`src/rtl/npc_pkg.sv`:
```
// Package: shared opcode values and the control-flow class used between
// the decoder and the selector of the next program counter unit.
package npc_pkg;

    localparam int OPC_W = 6;

    localparam logic [OPC_W-1:0] OPC_JUMP = 6'd2;
    localparam logic [OPC_W-1:0] OPC_BEQ  = 6'd4;
    localparam logic [OPC_W-1:0] OPC_BNE  = 6'd5;

    // Class of control flow an instruction word asks for.
    typedef enum logic [1:0] {
        CF_SEQ = 2'd0,
        CF_BEQ = 2'd1,
        CF_BNE = 2'd2,
        CF_JMP = 2'd3
    } cf_kind_t;

endpackage

```
`src/rtl/npc_decode.sv`:
```
// Module: npc_decode
// Splits an instruction word into its control-flow class, its 16-bit
// branch offset field and its jump address field.
// Assumes the opcode sits in the top OPC_W bits and that the jump field
// and the opcode together cover the whole word.
module npc_decode
    import npc_pkg::*;
#(
    parameter int XLEN  = 32,
    parameter int IMM_W = 16,
    parameter int JF_W  = 26
) (
    input  logic [XLEN-1:0]  instr,
    output cf_kind_t         kind,
    output logic [IMM_W-1:0] imm,
    output logic [JF_W-1:0]  jfield
);

    logic [OPC_W-1:0] opcode;

    assign opcode = instr[XLEN-1 -: OPC_W];
    assign imm    = instr[IMM_W-1:0];
    assign jfield = instr[JF_W-1:0];

    // Map the opcode onto a control-flow class.
    always_comb begin
        unique case (opcode)
            OPC_JUMP: kind = CF_JMP;
            OPC_BEQ:  kind = CF_BEQ;
            OPC_BNE:  kind = CF_BNE;
            default:  kind = CF_SEQ;
        endcase
    end

endmodule

```
`src/rtl/npc_target.sv`:
```
// Module: npc_target
// Forms the three candidate addresses in parallel: the fall-through
// address, the PC-relative branch target and the region-local jump target.
// Assumes word-scaled fields (shift by two) and XLEN > JF_W + 2.
module npc_target #(
    parameter int XLEN  = 32,
    parameter int IMM_W = 16,
    parameter int JF_W  = 26
) (
    input  logic [XLEN-1:0]  pc,
    input  logic [IMM_W-1:0] imm,
    input  logic [JF_W-1:0]  jfield,
    output logic [XLEN-1:0]  seq_tgt,
    output logic [XLEN-1:0]  br_tgt,
    output logic [XLEN-1:0]  jmp_tgt
);

    localparam int SHIFT  = 2;
    localparam int HI_W   = XLEN - JF_W - SHIFT;
    localparam int EXT_W  = XLEN - IMM_W;
    localparam logic [XLEN-1:0] WORD_BYTES = XLEN'(1) << SHIFT;

    logic [XLEN-1:0] imm_ext;

    // Sign-extend the branch offset to the full address width.
    always_comb imm_ext = {{EXT_W{imm[IMM_W-1]}}, imm};

    // Fall-through address, which also serves as the branch base.
    always_comb seq_tgt = pc + WORD_BYTES;

    // Word-scaled branch displacement added to the fall-through address.
    always_comb br_tgt = seq_tgt + (imm_ext << SHIFT);

    // Keep the current region bits, replace the rest with the scaled field.
    always_comb jmp_tgt = {pc[XLEN-1 -: HI_W], jfield, {SHIFT{1'b0}}};

endmodule

```
`src/rtl/npc_select.sv`:
```
// Module: npc_select
// Chooses the next address among the candidates from the control-flow
// class and the operand comparison, and flags a redirect.
// Assumes the candidates are already formed for the current counter.
module npc_select
    import npc_pkg::*;
#(
    parameter int XLEN = 32
) (
    input  cf_kind_t        kind,
    input  logic            ops_equal,
    input  logic [XLEN-1:0] seq_tgt,
    input  logic [XLEN-1:0] br_tgt,
    input  logic [XLEN-1:0] jmp_tgt,
    output logic [XLEN-1:0] next_pc,
    output logic            redirect
);

    // Resolve the branch condition and pick the matching candidate.
    always_comb begin
        redirect = 1'b0;
        next_pc  = seq_tgt;
        unique case (kind)
            CF_JMP: begin
                redirect = 1'b1;
                next_pc  = jmp_tgt;
            end
            CF_BEQ: begin
                redirect = ops_equal;
                next_pc  = ops_equal ? br_tgt : seq_tgt;
            end
            CF_BNE: begin
                redirect = !ops_equal;
                next_pc  = ops_equal ? seq_tgt : br_tgt;
            end
            default: begin
                redirect = 1'b0;
                next_pc  = seq_tgt;
            end
        endcase
    end

endmodule

```
`src/rtl/npc_unit.sv`:
```
// Module: npc_unit (top)
// Holds the program counter and advances it each clock to the fall-through
// address, a taken conditional branch target or a jump target.
// Assumes instr and ops_equal describe the instruction at pc_out and are
// stable before the rising edge; reset is synchronous and active low.
module npc_unit
    import npc_pkg::*;
#(
    parameter int              XLEN     = 32,
    parameter int              IMM_W    = 16,
    parameter int              JF_W     = 26,
    parameter logic [XLEN-1:0] RESET_PC = '0
) (
    input  logic            clk,
    input  logic            rst_n,
    input  logic [XLEN-1:0] instr,
    input  logic            ops_equal,
    output logic [XLEN-1:0] pc_out,
    output logic            taken
);

    cf_kind_t         kind;
    logic [IMM_W-1:0] imm;
    logic [JF_W-1:0]  jfield;
    logic [XLEN-1:0]  pc_q;
    logic [XLEN-1:0]  seq_tgt;
    logic [XLEN-1:0]  br_tgt;
    logic [XLEN-1:0]  jmp_tgt;
    logic [XLEN-1:0]  next_pc;

    npc_decode #(.XLEN(XLEN), .IMM_W(IMM_W), .JF_W(JF_W)) u_decode (
        .instr  (instr),
        .kind   (kind),
        .imm    (imm),
        .jfield (jfield)
    );

    npc_target #(.XLEN(XLEN), .IMM_W(IMM_W), .JF_W(JF_W)) u_target (
        .pc      (pc_q),
        .imm     (imm),
        .jfield  (jfield),
        .seq_tgt (seq_tgt),
        .br_tgt  (br_tgt),
        .jmp_tgt (jmp_tgt)
    );

    npc_select #(.XLEN(XLEN)) u_select (
        .kind      (kind),
        .ops_equal (ops_equal),
        .seq_tgt   (seq_tgt),
        .br_tgt    (br_tgt),
        .jmp_tgt   (jmp_tgt),
        .next_pc   (next_pc),
        .redirect  (taken)
    );

    // Program counter register with synchronous active-low reset.
    always_ff @(posedge clk) begin
        if (!rst_n) pc_q <= RESET_PC;
        else        pc_q <= next_pc;
    end

    assign pc_out = pc_q;

endmodule

```
`config.mk`:
```
export PLATFORM = sky130hd
export DESIGN_NAME = npc_unit
export DESIGN_NICKNAME = d
export VERILOG_FILES = /design/src/rtl/npc_pkg.sv /design/src/rtl/npc_decode.sv /design/src/rtl/npc_target.sv /design/src/rtl/npc_select.sv /design/src/rtl/npc_unit.sv
export SDC_FILE = /design/constraint.sdc
export NUM_CORES = 1
export LEC_CHECK = 0
export ABC_AREA = 1
export BUFFER_PORTS_ARGS = -buffer_cell sky130_fd_sc_hd__clkbuf_2
export CAP_MARGIN = 10
export CORE_MARGIN = 5
export CORE_UTILIZATION = 64
export DETAILED_ROUTE_END_ITERATION = 10
export PLACE_DENSITY = 0.89
export SKIP_LAST_GASP = 1
export SYNTH_ARGS = -nofsm -noshare
export SYNTH_HDL_FRONTEND = slang
export SYNTH_SLANG_ARGS = --single-unit
```
`constraint.sdc`:
```
create_clock -name clk -period 5.6 [get_ports clk]
set_input_delay 1.12 -clock clk [delete_from_list [all_inputs] [get_ports clk]]
set_output_delay 1.12 -clock clk [all_outputs]
set_load 0.005 [all_outputs]
```
=== Word level (Yosys, flattened, before mapping) ===
Cells that the tools add are included.

* Add/sub/neg operators: 2
* Equal/unequal tests: 6
* Mux-type cells: 5
* Reductions and logical operators: 1

{| class="wikitable"
|+ Operators by type and width
! kind !! number
|-
| $pmux W32 S3 || 1
|-
| $mux W32 || 2
|-
| $add A32 B3 Y32 const B || 1
|-
| $add A32 B32 Y32 || 1
|-
| $eq A6 B3 Y1 const B || 2
|-
| $eq A6 B2 Y1 const B || 1
|-
| $pmux W2 S3 || 1
|-
| $eq A2 B2 Y1 const B || 2
|-
| $pmux W1 S3 || 1
|-
| $eq A2 B1 Y1 const B || 1
|-
| $logic_not A1 Y1 || 1
|}

* Bits in registers: 32
* Input port bits: 35
* Output and inout port bits: 33
* Word-level logic and storage cells: 16

=== Depth between registers and ports, before layout ===
* Depth in word-level cells: 4
* Gate-level depth with buffers: 24
* Mapped depth without buffers: 24

=== Hierarchy ===
Synthesis repeated with hierarchy kept, for this count alone.

* Cell total of the unflattened synthesis: 1125
* Area, all modules: 6083.3 µm²

{| class="wikitable"
|+ Modules (own cells, without submodules)
! module !! instances !! cells an instance !! area each (µm²) !! sequential area each (µm²)
|-
| npc_target || 1 || 582 || 3195.6 || 0.0
|-
| npc_select || 1 || 388 || 1591.5 || 0.0
|-
| npc_unit || 1 || 99 || 914.6 || 640.6
|-
| npc_decode || 1 || 56 || 381.6 || 0.0
|}

=== Worst setup path after synthesis ===
OpenSTA, ideal clock, no wires.

* Path type: input -> output
* Start point: input port instr[31]
* End point: output port taken
* Arrival time: 1.748 ns
* Slack: 2.732 ns
* Cell stages on the path: 5
* Buffers on the path: 0
* Cell sequence: nor2_2 > nand4_1 > nand2_1 > o21ai_2 > nor2_8

* Cells in the longest elaborated chain, start to end: 4
* Elaborated cells between the ends (all ways): 8
* Classes of those cells: eq/ne: 6; mux: 2

{| class="wikitable"
|+ RTL lines
! item !! RTL line !! RTL
|-
| from (decl) || npc_unit.sv:16 || <nowiki>input logic [XLEN-1:0] instr,</nowiki>
|-
| $eq A6 B3 Y1 / $eq A6 B2 Y1 (equally long branches) || npc_decode.sv:27 || <nowiki>unique case (opcode)</nowiki>
|-
| $pmux W2 S3 * || npc_decode.sv:27 ||
|-
| $eq A2 B2 Y1 / $eq A2 B1 Y1 (equally long branches) || npc_select.sv:23 || <nowiki>unique case (kind)</nowiki>
|-
| $pmux W1 S3 * || npc_select.sv:23 ||
|-
| to (decl) || npc_unit.sv:19 || <nowiki>output logic taken</nowiki>
|}

Every way passes the cells marked *; elsewhere a longest branch is shown, timed or not.

=== Final worst setup path ===
Same ends and word-level chain as after synthesis.

==> flow_summary.ini <==
[timing]
period_minus_slack_ps = 3650
max_freq_mhz = 274
worst_pin_slew_ps = 712
slew_violations = 0
period_share = 0.651
setup_viol = 0
fin_tns_setup_ps = 0
slew_headroom = 0.525
grt_setup_unrepaired = no
hold_violations = 0
finClkSkew_ps = 10.9

[cells_and_area]
layout-drive-gt1-share = 0.139
synthToLayoutAreaGrowth_pct = 10.3
final_cell_area_mm2 = 0.00491
fin_nets = 928
antenna_cells = 0
largest_reg_flops = 30

[setup_path]
critPathArrivalTime_ps = 2530
cp-end-kind = primary output
rrSetupSlack_ps = 2190
worstPathMaxFanout = 12
r2r_cells = 18
rr_endpoint = pc_out[31]$_SDFFE_PN0P_
r2r-start = pc_out[2]$_SDFF_PN0_
cp.required_ps = 4480
critical_path_class = in2out
start_kind = input port

[yosys]
syn_area_per_cell_um2 = 5.58
syn_inst = 798
synth-edff-count = 0
synth_seq_area_share = 0.135
synth_warnings = 0
synth_top_area_frac = 0.220
synth-seq-cells = 30
ys_types = 45
synthArstFlopShare = 0
synth_top_flop_cell = dfxtp_1
synth_area_leaders = nand2_1, dfxtp_1, inv_1
yosysTopAreaCell = nand2_1
synth_area_mm2 = 0.00445
yosysMostFrequentCell = nand2_1
synthTopCellsByCount = nand2_1, inv_1, nand3_1

[worst_hold_path]
hold_end = pc_out[28]$_SDFFE_PN0P_
min_from = pc_out[28]$_SDFFE_PN0P_
holdPathStages = 2
hp-class = reg2reg

[die]
die_w_um = 93.4
io_pins = 68
rows = 30
start_util = 0.655
die_y_um = 93.4
coreArea_mm2 = 0.00679
die_area_mm2 = 0.00872

[routing]
vias = 5361
wl_um = 14300
viasPerCell = 5.62
drc = 0
wl_per_cell_um = 15.0
drt_iter0_markers = 478
detail-route-antenna-nets = 0
drt-pass1-iter-count = 6

[clock_tree]
cts_buffers = 5
cts_hold_buf = 0
cts_tree = yes
post_cts_resized = 0
cts_setup_buffers = 0
cts_max_level = 2
clk-insertion-delay-late_ps = 290
clkSinkCount = 30
clk_pin_slew_ps = 50
clk_path_buf_depth = 2
clockRootBuffer = clkbuf_8

[outcome]
status = complete, no violations

[placement]
placed_area_mm2 = 0.00482
port_buffers = 65
gp_congestion = 1.02
dp_hpwl_um = 12100

[power]
finalPower_mw = 0.563
ir_worst_vdd_mv = 0.0916
p_leak_nw = 2.62
p_per_area_mw_per_mm2 = 115

[global_routing]
antenna_found_initial = 0
grt_remaining_overflow = 0
grt_pass1_vias = 4935
track_usage = 0.333
grt_max_degree = 26
grt_pass1_wl_um = 23300

[job]
drv_cap = 0
[final cells by class]
class | count | area (um2)
Clock buffer | 6 | 82.6
Fill cell | 616 | 1890
Inverter | 136 | 512
Multi-Input combinational cell | 620 | 3260
Sequential cell | 30 | 601
Tap cell | 96 | 120
Timing Repair Buffer | 66 | 333
[worst max path at each step]
stage                     startpoint     to  slack, ps
final                      instr[31]  taken       1950
after global routing       instr[31]  taken       1760
after CTS                  instr[31]  taken       1970
after detailed placement   instr[31]  taken       1990
after global placement     instr[31]  taken       2050
after floorplan            instr[31]  taken       2730
[critical path: stages]
cell      delay, ps
clkbuf_2         80
nor2_2          140
nand4_1         420
nand2_1         290
o21ai_2         140
nor2_8          190
clkbuf_2        150
[cell families after synthesis]
group,Yosys count,synth area share
other cells,1,0.000843
flops,30,0.135
fa+ha+maj,34,0.0973
xor+xnor,19,0.0408
buf+inv,149,0.134
compound gates,109,0.143
simple gates,456,0.450
[stage by stage]
| step | utilization | instances | hold WS, ps | setup slack, ps |
|---|---|---|---|---|
| CTS | 0.722 | 954 | 641 | 1970 |
| global route | 0.722 | 954 | 666 | 1760 |
| global placement | 0.710 | 948 | 601 | 2050 |
| detailed placement | 0.710 | 948 | 622 | 1990 |
| floorplan | - | 799 | 567 | 2730 |
| finish | 0.722 | 954 | 647 | 1950 |
[routing by layer]
layer,up-vias,GRT usage,part of all wire
met5,-,0,0
met4,0,0.110,0.031
met3,39,0.0459,0.099
met2,279,0.542,0.45
met1,2383,0.451,0.42
li1,2660,-,-
[cells in the final DEF (no fill, tap or decap), types with 6 or more instances in the layout]
master,n
dfxtp_1,30
nand2_2,7
inv_2,11
o21ai_1,11
ha_1,33
nand2_1,261
o21bai_1,9
nor2_1,62
clkbuf_8,6
a21oi_1,49
o21ai_0,15
clkbuf_2,65
nor3_1,12
nand3_1,66
inv_1,124
nand4_1,16
xor2_1,12
nor2_2,10
[report_power, final]
part | switching [mW] | internal (mW) | total [mW]
registers | 0.00885 | 0.219 | 0.228
clock network | 0.0751 | 0.0945 | 0.170
logic | 0.107 | 0.0589 | 0.166
total | 0.191 | 0.372 | 0.563
(Power assumes the default switching activity.)
